$ cat src/rtl/scan_timing_pkg.sv
package scan_timing_pkg;
  typedef struct packed {
    logic vblank;
    logic wrap;
  } scan_evt_t;

  localparam int DEF_CYCLES_PER_LINE = 1232;
  localparam int DEF_VISIBLE_LINES   = 160;
  localparam int DEF_TOTAL_LINES     = 228;
endpackage

$ cat src/rtl/scan_cycle_ctr.sv
module scan_cycle_ctr #(
  parameter int CYCLES_PER_LINE = 1232,
  localparam int CYC_W = (CYCLES_PER_LINE > 1) ? $clog2(CYCLES_PER_LINE) : 1
) (
  input  logic clk,
  input  logic rst,
  output logic line_end_o
);
  localparam logic [CYC_W-1:0] LAST = CYC_W'(CYCLES_PER_LINE - 1);

  logic [CYC_W-1:0] cyc_q;

  always_ff @(posedge clk) begin
    if (rst)                cyc_q <= '0;
    else if (cyc_q == LAST) cyc_q <= '0;
    else                    cyc_q <= cyc_q + 1'b1;
  end

  assign line_end_o = (cyc_q == LAST);


  cyc_range_chk: assert property (@(posedge clk) disable iff (rst)
    cyc_q <= LAST);
endmodule

$ cat src/rtl/scan_line_ctr.sv
module scan_line_ctr
  import scan_timing_pkg::*;
#(
  parameter int VISIBLE_LINES = 160,
  parameter int TOTAL_LINES   = 228,
  localparam int LINE_W = (TOTAL_LINES > 1) ? $clog2(TOTAL_LINES) : 1
) (
  input  logic              clk,
  input  logic              rst,
  input  logic              line_end_i,
  output logic [LINE_W-1:0] line_o,
  output scan_evt_t         evt_o
);
  localparam logic [LINE_W-1:0] LAST_LINE = LINE_W'(TOTAL_LINES - 1);
  localparam logic [LINE_W-1:0] VB_LINE   = LINE_W'(VISIBLE_LINES);

  logic [LINE_W-1:0] line_q;
  logic [LINE_W-1:0] line_nx;
  scan_evt_t         evt_q;

  always_comb begin
    if (line_q == LAST_LINE) line_nx = '0;
    else                     line_nx = line_q + 1'b1;
  end

  always_ff @(posedge clk) begin
    if (rst) begin
      line_q <= '0;
      evt_q  <= '0;
    end else begin
      evt_q <= '0;
      if (line_end_i) begin
        line_q       <= line_nx;
        evt_q.wrap   <= (line_q == LAST_LINE);
        evt_q.vblank <= (line_nx == VB_LINE);
      end
    end
  end

  assign line_o = line_q;
  assign evt_o  = evt_q;


  line_range_chk: assert property (@(posedge clk) disable iff (rst)
    line_q <= LAST_LINE);


  line_step_chk: assert property (@(posedge clk) disable iff (rst)
    (line_q != $past(line_q)) |-> $past(line_end_i));


  wrap_line_chk: assert property (@(posedge clk) disable iff (rst)
    evt_q.wrap |-> (line_q == '0));


  vblank_line_chk: assert property (@(posedge clk) disable iff (rst)
    evt_q.vblank |-> (line_q == VB_LINE));


  wrap_single_chk: assert property (@(posedge clk) disable iff (rst)
    evt_q.wrap |=> !evt_q.wrap);
endmodule

$ cat src/rtl/scan_reg_port.sv
module scan_reg_port #(
  parameter int ADDR_W    = 12,
  parameter int DATA_W    = 16,
  parameter int LINE_W    = 8,
  parameter int LINE_ADDR = 6
) (
  input  logic              clk,
  input  logic              rst,
  input  logic              rd_en_i,
  input  logic [ADDR_W-1:0] rd_addr_i,
  input  logic [LINE_W-1:0] line_i,
  output logic [DATA_W-1:0] rd_data_o
);
  localparam logic [ADDR_W-1:0] HIT = ADDR_W'(LINE_ADDR);

  logic [DATA_W-1:0] data_q;

  always_ff @(posedge clk) begin
    if (rst)                                 data_q <= '0;
    else if (rd_en_i && (rd_addr_i == HIT))  data_q <= DATA_W'(line_i);
    else                                     data_q <= '0;
  end

  assign rd_data_o = data_q;


  miss_zero_chk: assert property (@(posedge clk) disable iff (rst)
    !(rd_en_i && rd_addr_i == HIT) |=> (rd_data_o == '0));


  hit_value_chk: assert property (@(posedge clk) disable iff (rst)
    (rd_en_i && rd_addr_i == HIT) |=> (rd_data_o == DATA_W'($past(line_i))));
endmodule

$ cat src/rtl/scan_timing.sv
module scan_timing
  import scan_timing_pkg::*;
#(
  parameter int CYCLES_PER_LINE = DEF_CYCLES_PER_LINE,
  parameter int VISIBLE_LINES   = DEF_VISIBLE_LINES,
  parameter int TOTAL_LINES     = DEF_TOTAL_LINES,
  parameter int ADDR_W          = 12,
  parameter int DATA_W          = 16,
  parameter int LINE_ADDR       = 6,
  localparam int LINE_W = (TOTAL_LINES > 1) ? $clog2(TOTAL_LINES) : 1
) (
  input  logic              clk,
  input  logic              rst,
  input  logic              rd_en_i,
  input  logic [ADDR_W-1:0] rd_addr_i,
  output logic [DATA_W-1:0] rd_data_o,
  output logic              vblank_start_o,
  output logic              frame_wrap_o
);
  logic              line_end;
  logic [LINE_W-1:0] line;
  scan_evt_t         evt;

  scan_cycle_ctr #(.CYCLES_PER_LINE(CYCLES_PER_LINE)) u_cyc (
    .clk(clk), .rst(rst), .line_end_o(line_end)
  );

  scan_line_ctr #(.VISIBLE_LINES(VISIBLE_LINES), .TOTAL_LINES(TOTAL_LINES)) u_line (
    .clk(clk), .rst(rst), .line_end_i(line_end), .line_o(line), .evt_o(evt)
  );

  scan_reg_port #(.ADDR_W(ADDR_W), .DATA_W(DATA_W), .LINE_W(LINE_W),
                  .LINE_ADDR(LINE_ADDR)) u_reg (
    .clk(clk), .rst(rst), .rd_en_i(rd_en_i), .rd_addr_i(rd_addr_i),
    .line_i(line), .rd_data_o(rd_data_o)
  );

  assign vblank_start_o = evt.vblank;
  assign frame_wrap_o   = evt.wrap;


  reset_quiet_chk: assert property (@(posedge clk)
    $past(rst) |-> (!vblank_start_o && !frame_wrap_o && rd_data_o == '0));
endmodule

$ cat config.mk
export PLATFORM = sky130hd
export DESIGN_NAME = scan_timing
export DESIGN_NICKNAME = d
export VERILOG_FILES = /design/src/rtl/scan_timing_pkg.sv /design/src/rtl/scan_cycle_ctr.sv /design/src/rtl/scan_line_ctr.sv /design/src/rtl/scan_reg_port.sv /design/src/rtl/scan_timing.sv
export SDC_FILE = /design/constraint.sdc
export NUM_CORES = 1
export LEC_CHECK = 0
export BUFFER_PORTS_ARGS = -buffer_cell sky130_fd_sc_hd__buf_2
export CAP_MARGIN = 20
export CORE_MARGIN = 5
export CORE_UTILIZATION = 56
export DETAILED_ROUTE_END_ITERATION = 10
export GPL_TIMING_DRIVEN = 1
export PLACE_DENSITY = 0.83
export SLEW_MARGIN = 20
export SYNTH_ARGS = -nofsm -noshare
export SYNTH_HDL_FRONTEND = slang
export SYNTH_SLANG_ARGS = --single-unit
$ cat constraint.sdc
create_clock -name clk -period 6.28 [get_ports clk]
set_clock_uncertainty 0.15 [all_clocks]
set_input_delay 1.256 -clock clk [delete_from_list [all_inputs] [get_ports clk]]
set_output_delay 1.256 -clock clk [all_outputs]
set_load 0.01 [all_outputs]
# After elaboration in Yosys (flattened, before gate mapping)
# Cells that the tools add are included.
[totals] regBits=37 inputBits=15 output_inout_bits=18 elab_cells=19
[op_classes] addsub=2 n_eq_ne=4 n_mux=1 bitwise_logic=2 reduce_logical=4
[ops] op="8-bit equality test (second input constant)" n=2
[ops] op="12-bit by 3-bit equality test with 1-bit output (second input constant)" n=1
[ops] op="11-bit by 1-bit adder with 11-bit output (second input constant)" n=1
[ops] op="11-bit equality test (second input constant)" n=1
[ops] op="8-bit by 1-bit adder with 8-bit output (second input constant)" n=1
[ops] op="8-bit 2-to-1 mux" n=1
[ops] op="2-bit OR reduction" n=3
[ops] op="1-bit NOT" n=2
[ops] op="1-bit logical AND" n=1

# Logic depth before layout (Yosys ltp)
[depth] word_depth=4 ltp_mapped=6 mapped_depth_nobuf=5

# Cells and area by module
# From an unflattened synthesis, not the netlist that was laid out.
[hier_totals] hier_cells=152 area_unflattened_um2=1490.2
[modules_own_cells] mod="scan_line_ctr" instances=1 cells_per_inst=58 area_per_inst_um2=535.5 seq_area_each_um2=200.2
[modules_own_cells] mod="scan_cycle_ctr" instances=1 cells_per_inst=55 area_per_inst_um2=508.0 seq_area_each_um2=220.2
[modules_own_cells] mod="scan_reg_port" instances=1 cells_per_inst=39 area_per_inst_um2=446.7 seq_area_each_um2=160.2

# Worst setup path before layout
# OpenSTA, ideal clock, no wires.
[synth_path] path_type="input to register" from="in rd_addr_i[5]" to="reg u_reg.data_q[0] (netlist: u_reg.rd_data_o[0])" setup_ns=0.061 arrival_time_ns=2.213 required_ns=6.069 slack_ns=3.856 cell_stages=4 path_buffers=0 cell_sequence="nor4b_1 -> nand2_1 -> nor4_1 -> and2_1"
[synth_via] elab_chain_len=4
[synth_rtl] element="start, declared" line_no="scan_timing.sv:15" text="input logic [ADDR_W-1:0] rd_addr_i,"
[synth_rtl] element="12-bit by 3-bit equality test with 1-bit output" line_no="scan_reg_port.sv:20" text="else if (rd_en_i && (rd_addr_i == HIT)) data_q <= DATA_W'(line_i);"
[synth_rtl] element="1-bit logical AND" line_no="scan_reg_port.sv:20"
[synth_rtl] element="1-bit NOT (no source line)"
[synth_rtl] element="2-bit OR reduction (no source line)"
[synth_rtl] element="end signal, assigned" line_no="scan_reg_port.sv:20"
[synth_rtl] element="end, declared" line_no="scan_reg_port.sv:16" text="logic [DATA_W-1:0] data_q;"
# Every way passes these cells.
# A chain may end at the register's enable or synchronous reset.

# Final worst setup path
[layout_path] from="in rd_addr_i[5]" to="reg u_reg.data_q[6] (netlist: u_reg.rd_data_o[6])"
# The elaborated chain is that of the path after synthesis.

==> metrics <==
outcome=finished, final reports clean; post-CTS resize count=0; crit-path max FO=8; Sequential cell area=580.6 um2; minimum clock period=roughly 2500 ps; commonest cells in the netlist=29 x dfxtp_1, 13 x nand2_1, 13 x nor2_1; pin count of the biggest net entering global routing=14; max-cap violation count=0; DRC Markers=0; share of layout cells above drive strength 1=20.34%; Die H=just under 60 um; initial antenna violation count=0; Seq cells post-synth=29; Util after Layout=approximately two thirds; CTS tree=yes; Worst-Skew Late Latency=about 320 ps; Syn. warnings=0; Synth Flop Type=dfxtp_1; Critical Path End Type=register; HP Class=reg2reg; PortBufs=24; DRT Pass-1 Iters=4; Synth async-reset ratio=0%; Power Total=0.3273 mW; Leakage=0.6543 nW; post-synth cell types=39; DR iter-0 viols=39; maximum VDD drop=between 0.15 and 0.2 mV; CTS Hold Buffers Added=0; ANT nets after route=0; Seq pwr share=57.5%; Die W=roughly 59 um; Cell Area, Synth=0.001359 mm2; R2R cell count=4; Net Sw Frac=21.60%; Post-CTS Setup Inserts=0; RSZ-0062 raised after global routing=false; first-pass GRT wire length=4712 um; Pins Over Slew Limit=0; PwrDens=around 210 mW/mm2; endpoints failing setup=0; setup TNS=0 ps; Hold WS=approximately 310 ps; data required time of the worst path=around 6400 ps; initial core utilization=60.27%; Final Hold Vio Count=0; Cells after Synth=about 150; Ports=33; crit path kind=in2reg; Tcrit/Tclk final=roughly 39%; average wire per standard cell=about 14 um; Hold Crit Depth=1; final wirelength=around 2800 um; switching power total=0.07068 mW; Post-synth EDFFs=0; vias in the first global route=1,103; number of diodes=0; clock sinks=29; FP Rows=17; internal power=approximately 0.26 mW; relative slew slack=between 40% and 50%; RePlAce Congestion=about 0.86; Final nets=roughly 190; CP Data Arrival Time=approximately 2600 ps; critical path launch point type=input pin; area of the multi-input gates=slightly above 700 um2; Remaining Overflow, GRT=0; Synth area leader=dfxtp_1; pin slew with the least headroom to its limit=between 800 and 900 ps; sequential cell area fraction in the yosys report=42.73%; Post-DP HPWL=between 2000 and 2500 um; GRT Util Overall=around 18%; via count=1,142; die footprint=between 0.003 and 0.004 mm2; FMAX=roughly 0.4 GHz; cell area after placement=0.001454 mm2; most frequent cell after synthesis=dfxtp_1; Area contributors post-synth=dfxtp_1 43%, and2_1 4.6%, buf_4 4.4%; fillers=193; Max clock buf depth=2; power share of the clock group=roughly 39%; H-tree lvl count=2; combinational cell fraction of total power=roughly 4.1%; Root Buffer=clkbuf_4; post-DR vias/cell=roughly 5.6; Design Area, Final=approximately 0.0015 mm2; area growth from synthesis to layout=12.15%; syn_area_per_cell=around 9.0 um2; area share of the largest cell type after synthesis=between 40% and 50%; CTS buffer count=5; clock-pin slew on the worst setup and hold paths=roughly 90 ps; Core Footprint=approximately 0.0023 mm2
-- through the flow --
stage | cells | setup WS [ps]
final | 205 | 3803
after global routing | 205 | 3507
after CTS | 205 | 3806
after detailed placement | 197 | 3459
after global placement | 197 | 3616
after floorplan | 158 | 3856
-- cell usage in the layout (no fill, tap or decap) --
cell type / count
o211ai_1: 1
nor2b_1: 1
a21boi_0: 1
xor2_1: 6
o22ai_1: 1
dfxtp_1: 29
nand3_1: 2
o21ba_2: 1
and3b_1: 1
and3_1: 6
and2_1: 10
conb_1: 8
nor4b_1: 2
nor3b_1: 2
a21oi_1: 5
or3_1: 2
and4b_1: 1
nor2_1: 13
nand2_1: 13
nand4b_1: 2
nand4_1: 4
nand4bb_1: 1
buf_2: 24
or2_2: 1
nor3_1: 4
o2111ai_1: 1
o21ai_0: 3
clkbuf_8: 2
nor4_1: 3
a31oi_1: 2
inv_1: 3
nand3b_1: 2
ha_1: 3
mux2_2: 1
a22oi_1: 1
or4b_4: 1
clkinv_2: 1
clkbuf_4: 5
and4_1: 2
xnor2_1: 6
-- sequential cells by signal, summed over array words and instances, names as in the netlist --
| signal | flops |
|---|---|
| u_cyc.cyc_q | 11 |
| u_line.evt_o | 2 |
| u_line.line_o | 8 |
| u_reg.rd_data_o | 8 |
-- routing by layer --
metal  part of all wire, %  vias up  GRT usage [%]
met5                     0        -              0
met4                   1.3        0          10.36
met3                   7.4        4          7.407
met2                    49       39          27.46
met1                    42      538          21.25
li1                      -      561              -
-- critical path: stages --
cell     delay [ps]
buf_2           100
nor4b_1         290
nand2_1          90
nor4_1          630
and2_1          240
-- power groups by stage --
stage                     clock network, mW  registers (mW)  logic, mW
after floorplan                           0           0.192     0.0114
after global placement                    0           0.192     0.0126
after detailed placement                  0           0.192     0.0130
after CTS                             0.130           0.188     0.0131
after global routing                  0.138           0.189     0.0154
final                                 0.126           0.188     0.0133
-- cell families (layout without fill, tap and decap cells) --
kind of cell             count (synthesis)  count (layout)  synth area share [%]
AND/OR/NAND/NOR                         73              73                 31.12
flip-flops                              29              29                 42.73
AO/OA/AOI/OAI                           16              16                 7.367
buffers and inverters                   16              35                 7.182
XOR/XNOR                                12              12                 7.735
adder cells (fa/ha/maj)                  3               3                 2.763
other                                    1               8                0.2760
multiplexers                             1               1                0.8287
-- final timing paths --
check                                    start                 end  slack, ps
worst max register to register  u_cyc.cyc_q[8]    u_line.line_o[4]       3910
worst max-delay path              rd_addr_i[5]  u_reg.rd_data_o[6]       3800
worst min-delay path            u_cyc.cyc_q[0]      u_cyc.cyc_q[0]        310
worst min register to register  u_cyc.cyc_q[0]      u_cyc.cyc_q[0]        310
-- area by class of cell --
cell class	instances	share of cell area [%]
Tap cell	28	2.299
Clock buffer	7	4.269
Timing Repair Buffer	24	7.882
Sequential cell	29	38.10
Clock inverter	1	0.3284
Inverter	3	0.7389
Multi-Input combinational cell	113	46.39
No activity file was read; power rests on OpenSTA's default activity.
